**src/rtl/irq_down_timer_pkg.sv**
```systemverilog
package irq_down_timer_pkg;
   // One strobe per register, decoded from a single write.
   typedef struct packed {
      logic set_latch;
      logic arm;
      logic ack;
      logic enable;
   } reg_cmd_t;
endpackage

```
**src/rtl/irq_down_timer_decode.sv**
```systemverilog
module irq_down_timer_decode
   import irq_down_timer_pkg::*;
#(
   parameter int unsigned ADDR_W   = 16,
   parameter logic [ADDR_W-1:0] DEC_MASK   = 16'hF003,
   parameter logic [ADDR_W-1:0] A_LATCH    = 16'hC000,
   parameter logic [ADDR_W-1:0] A_ARM      = 16'hC001,
   parameter logic [ADDR_W-1:0] A_ACK      = 16'hE000,
   parameter logic [ADDR_W-1:0] A_ENABLE   = 16'hE001
) (
   input  logic              wr_en,
   input  logic [ADDR_W-1:0] wr_addr,
   output reg_cmd_t          cmd
);
   localparam int unsigned NREG = 4;

   initial begin
      assert ((A_LATCH & DEC_MASK) == A_LATCH && (A_ARM & DEC_MASK) == A_ARM &&
              (A_ACK & DEC_MASK) == A_ACK && (A_ENABLE & DEC_MASK) == A_ENABLE)
         else $error("register addresses must lie inside the decode mask");
      assert (A_LATCH != A_ARM && A_LATCH != A_ACK && A_LATCH != A_ENABLE &&
              A_ARM != A_ACK && A_ARM != A_ENABLE && A_ACK != A_ENABLE)
         else $error("register addresses must be distinct");
   end

   logic [ADDR_W-1:0] key;
   logic [NREG-1:0]   hit;
   logic [ADDR_W-1:0] targets [NREG];

   assign key        = wr_addr & DEC_MASK;
   assign targets[0] = A_ENABLE;
   assign targets[1] = A_ACK;
   assign targets[2] = A_ARM;
   assign targets[3] = A_LATCH;

   for (genvar g = 0; g < NREG; g++) begin : g_match
      assign hit[g] = wr_en && (key == targets[g]);
   end

   assign cmd = reg_cmd_t'(hit);
endmodule

```
**src/rtl/irq_down_timer_prescale.sv**
```systemverilog
module irq_down_timer_prescale #(
   parameter int unsigned DIV = 4
) (
   input  logic clk,
   input  logic rst_n,
   input  logic step,
   output logic tick
);
   localparam int unsigned PW      = (DIV > 2) ? $clog2(DIV) : 1;
   localparam bit          IS_POW2 = ((DIV & (DIV - 1)) == 0);
   localparam logic [PW-1:0] LAST  = PW'(DIV - 1);

   initial begin
      assert (DIV >= 2) else $error("prescaler divide must be at least 2");
   end

   logic [PW-1:0] ph_q;

   if (IS_POW2) begin : g_pow2
      // Phase counter wraps by itself.
      assign tick = step && (ph_q == LAST);
      always_ff @(posedge clk or negedge rst_n) begin
         if (!rst_n)    ph_q <= '0;
         else if (step) ph_q <= ph_q + 1'b1;
      end
   end else begin : g_mod
      assign tick = step && (ph_q == LAST);
      always_ff @(posedge clk or negedge rst_n) begin
         if (!rst_n)    ph_q <= '0;
         else if (tick) ph_q <= '0;
         else if (step) ph_q <= ph_q + 1'b1;
      end
   end

   // a tick always returns the phase to zero.
   p_phase_wrap_r6: assert property (@(posedge clk) disable iff (!rst_n)
      tick |=> (ph_q == '0));
endmodule

```
**src/rtl/irq_down_timer_core.sv**
```systemverilog
module irq_down_timer_core
   import irq_down_timer_pkg::*;
#(
   parameter int unsigned CNT_W = 8,
   parameter int unsigned LINE_W = 9,
   parameter int unsigned LAST_LINE = 239
) (
   input  logic              clk,
   input  logic              rst_n,
   input  reg_cmd_t          cmd,
   input  logic [CNT_W-1:0]  wr_data,
   input  logic              cyc_tick,
   input  logic              line_pulse,
   input  logic [LINE_W-1:0] line_num,
   input  logic              render_on,
   output logic              mode_cyc,
   output logic              irq
);
   localparam int unsigned SW = CNT_W + 1;
   localparam logic [SW-1:0] ONE = SW'(1);

   initial begin
      assert (LAST_LINE < (1 << LINE_W)) else $error("LAST_LINE exceeds line number width");
      assert (CNT_W >= 1) else $error("counter width must be positive");
   end

   logic [CNT_W-1:0] latch_q;
   logic [SW-1:0]    cnt_q;     // two's complement, MSB is the sign
   logic             en_q, mode_q, pend_q, irq_q;
   logic             any_wr, line_tick, step, at_zero, is_neg;
   logic [SW-1:0]    reload_val;

   assign any_wr     = cmd.set_latch | cmd.arm | cmd.ack | cmd.enable;
   assign line_tick  = line_pulse && !mode_q && render_on &&
                       (line_num <= LINE_W'(LAST_LINE));
   assign step       = mode_q ? cyc_tick : line_tick;
   assign is_neg     = cnt_q[CNT_W];
   assign at_zero    = (cnt_q == '0);
   assign reload_val = {1'b0, latch_q};

   always_ff @(posedge clk or negedge rst_n) begin
      if (!rst_n) begin
         latch_q <= '0;
         cnt_q   <= '0;
         en_q    <= 1'b0;
         mode_q  <= 1'b0;
         pend_q  <= 1'b0;
         irq_q   <= 1'b0;
      end else if (any_wr) begin
         // Register writes win over steps in the same cycle.
         if (cmd.set_latch) begin
            latch_q <= wr_data;
            if (pend_q) cnt_q <= {1'b0, wr_data};
         end
         if (cmd.arm) begin
            pend_q <= 1'b1;
            cnt_q  <= reload_val;
            mode_q <= wr_data[0];
         end
         if (cmd.ack) begin
            en_q  <= 1'b0;
            irq_q <= 1'b0;
            if (pend_q) cnt_q <= reload_val;
         end
         if (cmd.enable) begin
            en_q <= 1'b1;
            if (pend_q) cnt_q <= reload_val;
         end
      end else begin
         if (line_pulse && !mode_q) pend_q <= 1'b0;
         if (step && !is_neg) begin
            cnt_q <= cnt_q - ONE;
            if (at_zero && en_q) begin
               irq_q <= 1'b1;
               if (!mode_q) pend_q <= 1'b1;
            end
         end
      end
   end

   assign mode_cyc = mode_q;
   assign irq      = irq_q;

   // acknowledge drops the request.
   p_ack_drops_irq_r4: assert property (@(posedge clk) disable iff (!rst_n)
      cmd.ack |=> !irq_q);

   // the request holds until acknowledged.
   p_irq_level_r10: assert property (@(posedge clk) disable iff (!rst_n)
      (irq_q && !cmd.ack) |=> irq_q);

   // the request only rises while the interrupt is enabled.
   p_irq_needs_en_r10: assert property (@(posedge clk) disable iff (!rst_n)
      $rose(irq_q) |-> $past(en_q));

   // without a reload the counter stays negative.
   p_stay_neg_r9: assert property (@(posedge clk) disable iff (!rst_n)
      (is_neg && !cmd.arm && !(pend_q && any_wr)) |=> cnt_q[CNT_W]);

   // in cycle mode only prescaler ticks or writes move the counter.
   p_cyc_ignores_lines_r6: assert property (@(posedge clk) disable iff (!rst_n)
      (mode_q && !cyc_tick && !any_wr) |=> $stable(cnt_q));
endmodule

```
**src/rtl/irq_down_timer.sv**
```systemverilog
module irq_down_timer
   import irq_down_timer_pkg::*;
#(
   parameter int unsigned ADDR_W    = 16,
   parameter int unsigned CNT_W     = 8,
   parameter int unsigned LINE_W    = 9,
   parameter int unsigned LAST_LINE = 239,
   parameter int unsigned CYC_DIV   = 4
) (
   input  logic              clk,
   input  logic              rst_n,
   input  logic              wr_en,
   input  logic [ADDR_W-1:0] wr_addr,
   input  logic [CNT_W-1:0]  wr_data,
   input  logic              cpu_ce,
   input  logic              line_pulse,
   input  logic [LINE_W-1:0] line_num,
   input  logic              render_on,
   output logic              irq
);
   initial begin
      assert (ADDR_W >= 16) else $error("address must be at least 16 bits");
   end

   reg_cmd_t cmd;
   logic     mode_cyc, cyc_tick;

   irq_down_timer_decode #(
      .ADDR_W   (ADDR_W),
      .DEC_MASK (ADDR_W'(16'hF003)),
      .A_LATCH  (ADDR_W'(16'hC000)),
      .A_ARM    (ADDR_W'(16'hC001)),
      .A_ACK    (ADDR_W'(16'hE000)),
      .A_ENABLE (ADDR_W'(16'hE001))
   ) i_decode (
      .wr_en   (wr_en),
      .wr_addr (wr_addr),
      .cmd     (cmd)
   );

   irq_down_timer_prescale #(.DIV(CYC_DIV)) i_prescale (
      .clk   (clk),
      .rst_n (rst_n),
      .step  (cpu_ce && mode_cyc),
      .tick  (cyc_tick)
   );

   irq_down_timer_core #(
      .CNT_W     (CNT_W),
      .LINE_W    (LINE_W),
      .LAST_LINE (LAST_LINE)
   ) i_core (
      .clk        (clk),
      .rst_n      (rst_n),
      .cmd        (cmd),
      .wr_data    (wr_data),
      .cyc_tick   (cyc_tick),
      .line_pulse (line_pulse),
      .line_num   (line_num),
      .render_on  (render_on),
      .mode_cyc   (mode_cyc),
      .irq        (irq)
   );
endmodule

```
**config.mk**
```make
export PLATFORM = sky130hd
export DESIGN_NAME = irq_down_timer
export DESIGN_NICKNAME = d
export VERILOG_FILES = /design/src/rtl/irq_down_timer_pkg.sv /design/src/rtl/irq_down_timer_decode.sv /design/src/rtl/irq_down_timer_prescale.sv /design/src/rtl/irq_down_timer_core.sv /design/src/rtl/irq_down_timer.sv
export SDC_FILE = /design/constraint.sdc
export NUM_CORES = 1
export LEC_CHECK = 0
export ABC_AREA = 1
export BUFFER_PORTS_ARGS = -buffer_cell sky130_fd_sc_hd__buf_2
export CAP_MARGIN = 15
export CORE_MARGIN = 2
export CORE_UTILIZATION = 47
export DETAILED_ROUTE_END_ITERATION = 12
export PLACE_DENSITY_LB_ADDON = 0.15
export SLEW_MARGIN = 10
export SYNTH_ARGS = -nofsm -noshare
export SYNTH_HDL_FRONTEND = slang
export SYNTH_HIERARCHICAL = 1
export SYNTH_SLANG_ARGS = --single-unit
```
**constraint.sdc**
```tcl
create_clock -name clk -period 1.3 [get_ports clk]
set_input_delay 0.39 -clock clk [delete_from_list [all_inputs] [get_ports clk]]
set_output_delay 0.39 -clock clk [all_outputs]
set_load 0.005 [all_outputs]
```
==> results of run 1 <==
==> registers in the layout, indices dropped and copies added, names as in the netlist <==
signal and cells:
i_core/pend_q 1, i_core/en_q 1, i_core/mode_cyc 1, i_core/irq 1, i_core/latch_q 8, i_prescale/ph_q 2
i_core/cnt_q 9
==> per-layer routing <==
| layer | vias up | share of wire [%] | track usage, % |
|---|---|---|---|
| li1 | 855 | - | - |
| met1 | 781 | 39 | 27.6 |
| met2 | 48 | 54 | 49.2 |
| met3 | 12 | 4.2 | 4.35 |
| met4 | 0 | 2.5 | 11.9 |
| met5 | - | 0 | 0 |
==> report_power, final <==
part           total [mW]  leakage (nW)  switching (mW)  internal (mW)
clock               0.351        0.0177           0.235          0.115
sequential           1.16         0.269           0.214          0.944
combinational        1.76         0.916           0.951          0.806
total                3.27          1.20            1.40           1.87
==> stage by stage <==
step	setup slack, ns	utilization [%]	setup TNS (ns)	instance area [µm²]	hold WS (ns)
floorplan	-0.201	-	-1.33	1630	0.0944
global placement	-0.459	62.2	-4.92	1930	0.398
detailed placement	-0.496	62.2	-5.30	1930	0.403
CTS	-0.000145	69.4	-0.000145	2150	0.0340
global route	-0.124	72.5	-0.987	2250	0.0258
finish	-0.105	72.5	-0.288	2250	0.0317
==> synth_stat cells, types with 2 or more instances <==
cell type	number	area, µm²
nand2_4	2	22.5
buf_6	4	45.0
a21oi_1	2	10.0
o21ai_0	13	65.1
nand3_1	23	115
inv_1	29	109
nand4_1	2	12.5
dfrtp_1	23	576
nand2_1	86	323
nand2_2	2	12.5
inv_2	2	7.51
nor2_2	2	12.5
nor2_1	18	67.6
ha_1	2	25.0
o21ai_1	9	45.0
==> worst reg2reg max path: stages (launching register included) <==
cell and delay (ns):
dfrtp_1 0.43, ha_2 0.19, nand2_1 0.05, inv_1 0.04, nand2_1 0.07, nand2_2 0.08
nand2_4 0.11, buf_6 0.11, nor2_4 0.02, nor2_1 0.10, nor2_1 0.06
==> timing repair <==
action,CTS,global route
gates resized for setup,24,28
endpoints found under the setup margin,11,11
setup buffers,15,1
pin swaps,12,8
==> cell type report <==
class	instances	area, µm²	area share, %
inverters	32	138	6.12
clock buffers	3	22.5	1.00
repair buffers	63	453	20.1
clock inverters	1	5.00	0.222
well taps	44	55.1	2.45
flip-flops and latches	23	579	25.8
multi-input cells	172	997	44.3
==> logic make-up (layout without fill, tap and decap cells) <==
| group | Yosys count | in the layout | share of synthesized area, % |
|---|---|---|---|
| DFF | 23 | 23 | 36.7 |
| and+or+nand+nor | 140 | 140 | 39.4 |
| adders and majority gates | 2 | 2 | 1.59 |
| AOI/OAI and AO/OA | 27 | 27 | 9.09 |
| buffers and inverters | 38 | 99 | 11.4 |
| muxes | 1 | 1 | 0.718 |
| xor gates and xnor gates | 2 | 2 | 1.12 |
==> worst max path at each step <==
stage                                   to  slack, ns  cells after the start
6_report         i_core/pend_q$_DFFE_PN0P_      -0.11                     13
3_3_place_gp   i_core/cnt_q[1]$_DFFE_PN0P_      -0.46                     12
5_1_grt          i_core/pend_q$_DFFE_PN0P_      -0.12                     10
4_1_cts        i_core/cnt_q[0]$_DFFE_PN0P_    -0.0001                     10
3_5_place_dp   i_core/cnt_q[1]$_DFFE_PN0P_      -0.50                     12
2_1_floorplan  i_core/cnt_q[3]$_DFFE_PN0P_      -0.20                     12
==> impl_metrics.env, run 1 <==
export IMPL_outcome="finished, violations left"
export IMPL_violations="setup timing"
export IMPL_worst_pin_slew_ns=0.547
export IMPL_synthToLayoutAreaGrowth_pct=43.4
export IMPL_fmax_ghz=0.712
export IMPL_detail_route_wl_per_cell_um=12.7
export IMPL_p_per_area_mw_per_mm2=1450
export IMPL_path_clk_slew_ns=0.14
export IMPL_postRouteAntennaNets=0
export IMPL_vias_per_cell=5.02
export IMPL_async_flop_share_pct=100
export IMPL_critPathMaxStageDelay_ns=0.18
export IMPL_cts_buffers=3
export IMPL_gr_usage_all_layers_pct=25.9
export IMPL_power_leakage_nw=1.20
export IMPL_synth_cell_area_mm2=0.00157
export IMPL_die_area_mm2=0.00382
export IMPL_dp_hpwl_um=2790
export IMPL_firstDrtPassIters=4
export IMPL_hold_path_class="input port to async pin"
export IMPL_critical_path_max_fanout=3
export IMPL_antenna_found_initial=0
export IMPL_cts_sinks=23
export IMPL_core_mm2=0.00310
export IMPL_cts_hold_buf=0
export IMPL_cp_required_ns=1.53
export IMPL_grt_pass1_vias=1795
export IMPL_path_buf_inv=4
export IMPL_die_h_um=61.8
export IMPL_cp_data_arrival_time_ns=1.63
export IMPL_cts_tree="yes"
export IMPL_rows=20
export IMPL_finalClockSkew_ns=0.00191
export IMPL_cp_start_kind="input port"
export IMPL_finalNetCount=336
export IMPL_irDropWorstVdd_mv=0.857
export IMPL_cp_top_family="simple AND/OR/NAND/NOR gates"
export IMPL_clkLatencyLatePin_ns=0.32
export IMPL_ys_flop_type="dfrtp_1"
export IMPL_layout_common_cells="nand2_1, buf_4, buf_2, inv_1, dfrtp_1"
export IMPL_final_common_cell="nand2_1"
export IMPL_gp_congestion=0.905
export IMPL_crit_chain="buf_8 > inv_8 > nor2_4 > nand2_1 > nor2_2 > nor2_4 > nand2_4 > nor2_8 > buf_4 > buf_4 > nand2_1 > nor2_1 > nor2_1"
export IMPL_synth_nets=274
export IMPL_maxSlewHeadroom_pct=63.5
export IMPL_timing_final_hold_violations=0
export IMPL_syn_inst=233
export IMPL_grt_pass1_wl_um=7260
export IMPL_drive_gt1_share_pct=40.1
export IMPL_drt_total_wl_um=4300
export IMPL_timing_final_crit_share_pct=108
export IMPL_ff2ff_setup_slack_ns=-0.05
export IMPL_fp_dieW_um=61.8
export IMPL_grt_overflow_total=0
export IMPL_cts_root_buffer="clkbuf_4"
export IMPL_ys_seq_elements=23
export IMPL_r2r_start="i_prescale/ph_q[0]$_DFFE_PN0P_"
export IMPL_fillers=248
export IMPL_start_util_pct=50.6
export IMPL_ys_seq_area_share_pct=36.7
export IMPL_rsz0062_at_grt="yes"
export IMPL_r2r_cells=10
export IMPL_antenna_diode_count=0
export IMPL_grt_max_degree=24
export IMPL_io_pins=40
export IMPL_clockBufferDepth=2
export IMPL_vias=1696
export IMPL_cts_htree_levels=1
export IMPL_worst_slack_ns=-0.105
export IMPL_drc=0
export IMPL_power_total_mw=3.27
export IMPL_synth_area_per_cell_um2=6.73
export IMPL_synth_edf_count=0
export IMPL_port_buffers=25
export IMPL_min_period_ns=1.41
export IMPL_crit_type="input port to flip-flop"
export IMPL_reg2reg_to="i_core/pend_q$_DFFE_PN0P_"
export IMPL_dp_cells=318
export IMPL_critPathLaunch="wr_addr[13]"
export IMPL_drv_cap=0
export IMPL_synth_warnings=6
export IMPL_end_kind="flip-flop"
export IMPL_critical_path_slowest_cell="nor2_4"
export IMPL_slew_viol_final=0
export IMPL_stdcell_count=338
export IMPL_synthDistinctLibCells=29
export IMPL_setup_viol=7
export IMPL_drtIter0Drc=97
Power figures use the tool's default switching activity.
==> run 2: changes to the inputs <==
--- a/config.mk
+++ b/config.mk
@@ -9,7 +9,7 @@
 export BUFFER_PORTS_ARGS = -buffer_cell sky130_fd_sc_hd__buf_2
 export CAP_MARGIN = 15
 export CORE_MARGIN = 2
-export CORE_UTILIZATION = 47
+export CORE_UTILIZATION = 53
 export DETAILED_ROUTE_END_ITERATION = 12
 export PLACE_DENSITY_LB_ADDON = 0.15
 export SLEW_MARGIN = 10
==> constraint.sdc (replaced) <==
create_clock -name clk -period 1.6 [get_ports clk]
set_input_delay 0.48 -clock clk [delete_from_list [all_inputs] [get_ports clk]]
set_output_delay 0.48 -clock clk [all_outputs]
set_load 0.005 [all_outputs]
==> run 2 against run 1 <==
Net effect: the flow now finishes without violations; non-clock buffer count decreased by 17; cell area decreased by 16%; utilization decreased by 4.8 points; total power decreased by 33%; critical endpoint is now i_core/cnt_q[2]$_DFFE_PN0P_; largest cell class unchanged.
==> impl_metrics.env, run 2 (synthesis results as in run 1) <==
export IMPL_outcome="finished clean"
export IMPL_pwr_share_clk_pct=12.3
export IMPL_cp_top_family="simple AND/OR/NAND/NOR gates"
export IMPL_crit_top_cell="nand2_1"
export IMPL_gp_congestion=0.872
export IMPL_detail_route_wl_per_cell_um=10.7
export IMPL_postRouteAntennaNets=0
export IMPL_critical_path_slowest_cell="nor2_8"
export IMPL_vias=1539
export IMPL_whs_ns=0.108
export IMPL_largest_registers="i_core/cnt_q (9), i_core/latch_q (8), i_prescale/ph_q (2)"
export IMPL_cts_sinks=23
export IMPL_swShare_pct=41.7
export IMPL_clkLatencyLatePin_ns=0.31
export IMPL_drtIter0Drc=49
export IMPL_pre_cts_ws_ns=-0.245
export IMPL_pwr_share_comb_pct=45.7
export IMPL_grt_max_degree=24
export IMPL_clockBufferDepth=2
export IMPL_tns_ns=0
export IMPL_vias_per_cell=5.00
export IMPL_io_pins=40
export IMPL_timing_final_hold_violations=0
export IMPL_largest_register_ffs=9
export IMPL_power_frac_seq_pct=42.0
export IMPL_firstDrtPassIters=4
export IMPL_p_per_area_mw_per_mm2=1160
export IMPL_gr_usage_all_layers_pct=22.1
export IMPL_drt_total_wl_um=3310
export IMPL_worst_slack_ns=0.0959
export IMPL_path_buf_inv=4
export IMPL_finalClockSkew_ns=0.00418
export IMPL_drv_cap=0
export IMPL_drive_gt1_share_pct=26.4
export IMPL_die_h_um=58.4
export IMPL_drc=0
export IMPL_internal_power_mw=1.28
export IMPL_power_leakage_nw=1.08
export IMPL_fmax_ghz=0.665
export IMPL_worst_pin_slew_ns=0.500
export IMPL_grt_pass1_wl_um=5830
export IMPL_min_period_ns=1.50
export IMPL_top_register="i_core/cnt_q"
export IMPL_maxSlewHeadroom_pct=66.6
export IMPL_crit_type="input port to flip-flop"
export IMPL_end_kind="flip-flop"
export IMPL_layout_common_cells="nand2_1, inv_1, buf_2, dfrtp_1, nand3_1"
export IMPL_port_buffers=25
export IMPL_synthToLayoutAreaGrowth_pct=20.1
export IMPL_cts_tree="yes"
export IMPL_setup_viol=0
export IMPL_core_mm2=0.00278
export IMPL_cp_required_ns=1.82
export IMPL_critPathMaxStageDelay_ns=0.18
export IMPL_antenna_diode_count=0
export IMPL_path_clk_slew_ns=0.13
export IMPL_grt_overflow_total=0
export IMPL_start_util_pct=56.4
export IMPL_irDropWorstVdd_mv=1.15
export IMPL_hold_path_class="input port to async pin"
export IMPL_rows=19
export IMPL_dp_hpwl_um=2590
export IMPL_grt_pass1_vias=1424
export IMPL_die_area_mm2=0.00341
export IMPL_timing_final_crit_share_pct=94.0
export IMPL_cts_buffers=3
export IMPL_crit_chain="buf_2 > inv_1 > nor2_2 > nand2_1 > nor2_2 > nor2_4 > nand2_4 > buf_4 > nor2_8 > inv_4 > nand3_1 > o21ai_1 > nand2_1 > nand2_1"
export IMPL_cp_data_arrival_time_ns=1.72
export IMPL_slew_viol_final=0
export IMPL_fp_dieW_um=58.4
export IMPL_cts_htree_levels=1
export IMPL_antenna_found_initial=0
export IMPL_finalNetCount=319
export IMPL_cts_root_buffer="clkbuf_4"
export IMPL_critical_path_max_fanout=12
export IMPL_final_common_cell="nand2_1"
export IMPL_cp_start_kind="input port"
export IMPL_p_switching_uw=913
==> run 2: cell types whose count changed in the layout (fill, tap and decap cells not counted), moves of 3 or more <==
cell     previous run  this run
buf_2              22        25
buf_4              35        21
buf_6               4         0
dfrtp_1            20        23
dfrtp_2             3         0
inv_1              21        28
inv_2               8         3
nand2_1            82        85
nand3_1            18        22
nand3_2             5         2
nor2_1              7        12
nor2_4              7         1
==> run 2: metrics by stage <==
step	utilization (%)	area [µm²]	cells	total power, mW
after detailed placement	65.5	1820	300	1.91
final	67.7	1880	308	2.19
after global routing	67.7	1880	308	2.42
after CTS	66.5	1850	304	2.19
after floorplan	-	1590	233	1.64
after global placement	65.5	1820	300	1.89
==> run 2: area by class of cell <==
type / instances / area [µm²]
repair buffers: 46 / 283
inverters: 32 / 123
flip-flops and latches: 23 / 576
well taps: 31 / 38.8
multi-input cells: 172 / 837
clock inverters: 1 / 5.00
clock buffers: 3 / 22.5
fillers: 249 / 897
==> run 2: layer usage <==
| layer | track usage (%) | part of all wire (%) |
|---|---|---|
| met1 | 28.6 | 48 |
| met2 | 37.7 | 47 |
| met3 | 4.84 | 4.5 |
| met4 | 5.32 | 1.0 |
| met5 | 0 | 0 |
==> run 2: final timing paths <==
path / startpoint / endpoint / slack (ns) / cells after the start
worst max-delay path: wr_addr[13] / i_core/cnt_q[2]$_DFFE_PN0P_ / 0.1 / 14
worst min-delay path: rst_n / i_prescale/ph_q[0]$_DFFE_PN0P_ / 0.11 / 1
worst max register to register: i_prescale/ph_q[0]$_DFFE_PN0P_ / i_core/cnt_q[4]$_DFFE_PN0P_ / 0.20 / 9
worst min register to register: i_prescale/ph_q[1]$_DFFE_PN0P_ / i_prescale/ph_q[1]$_DFFE_PN0P_ / 0.51 / 2
max in group asynchronous: rst_n / i_core/latch_q[2]$_DFFE_PN0P_ / 1.15 / 1
min in group clk: wr_data[4] / i_core/latch_q[4]$_DFFE_PN0P_ / 0.38 / 3
==> run 2: power groups by stage <==
stage               combinational [mW]  clock, mW  sequential [mW]
CTS                              0.996      0.282            0.914
finish                            1.00      0.270            0.919
detailed placement               0.991          0            0.924
global placement                 0.964          0            0.925
floorplan                        0.757          0            0.884
global route                      1.18      0.307            0.934
==> run 2: what timing repair did <==
item                                    CTS  global route
hold buffers                              0             0
endpoints found under the hold margin     0             0
setup buffers                             0             4
endpoints found under the setup margin    0             6
resized for setup                         0             4
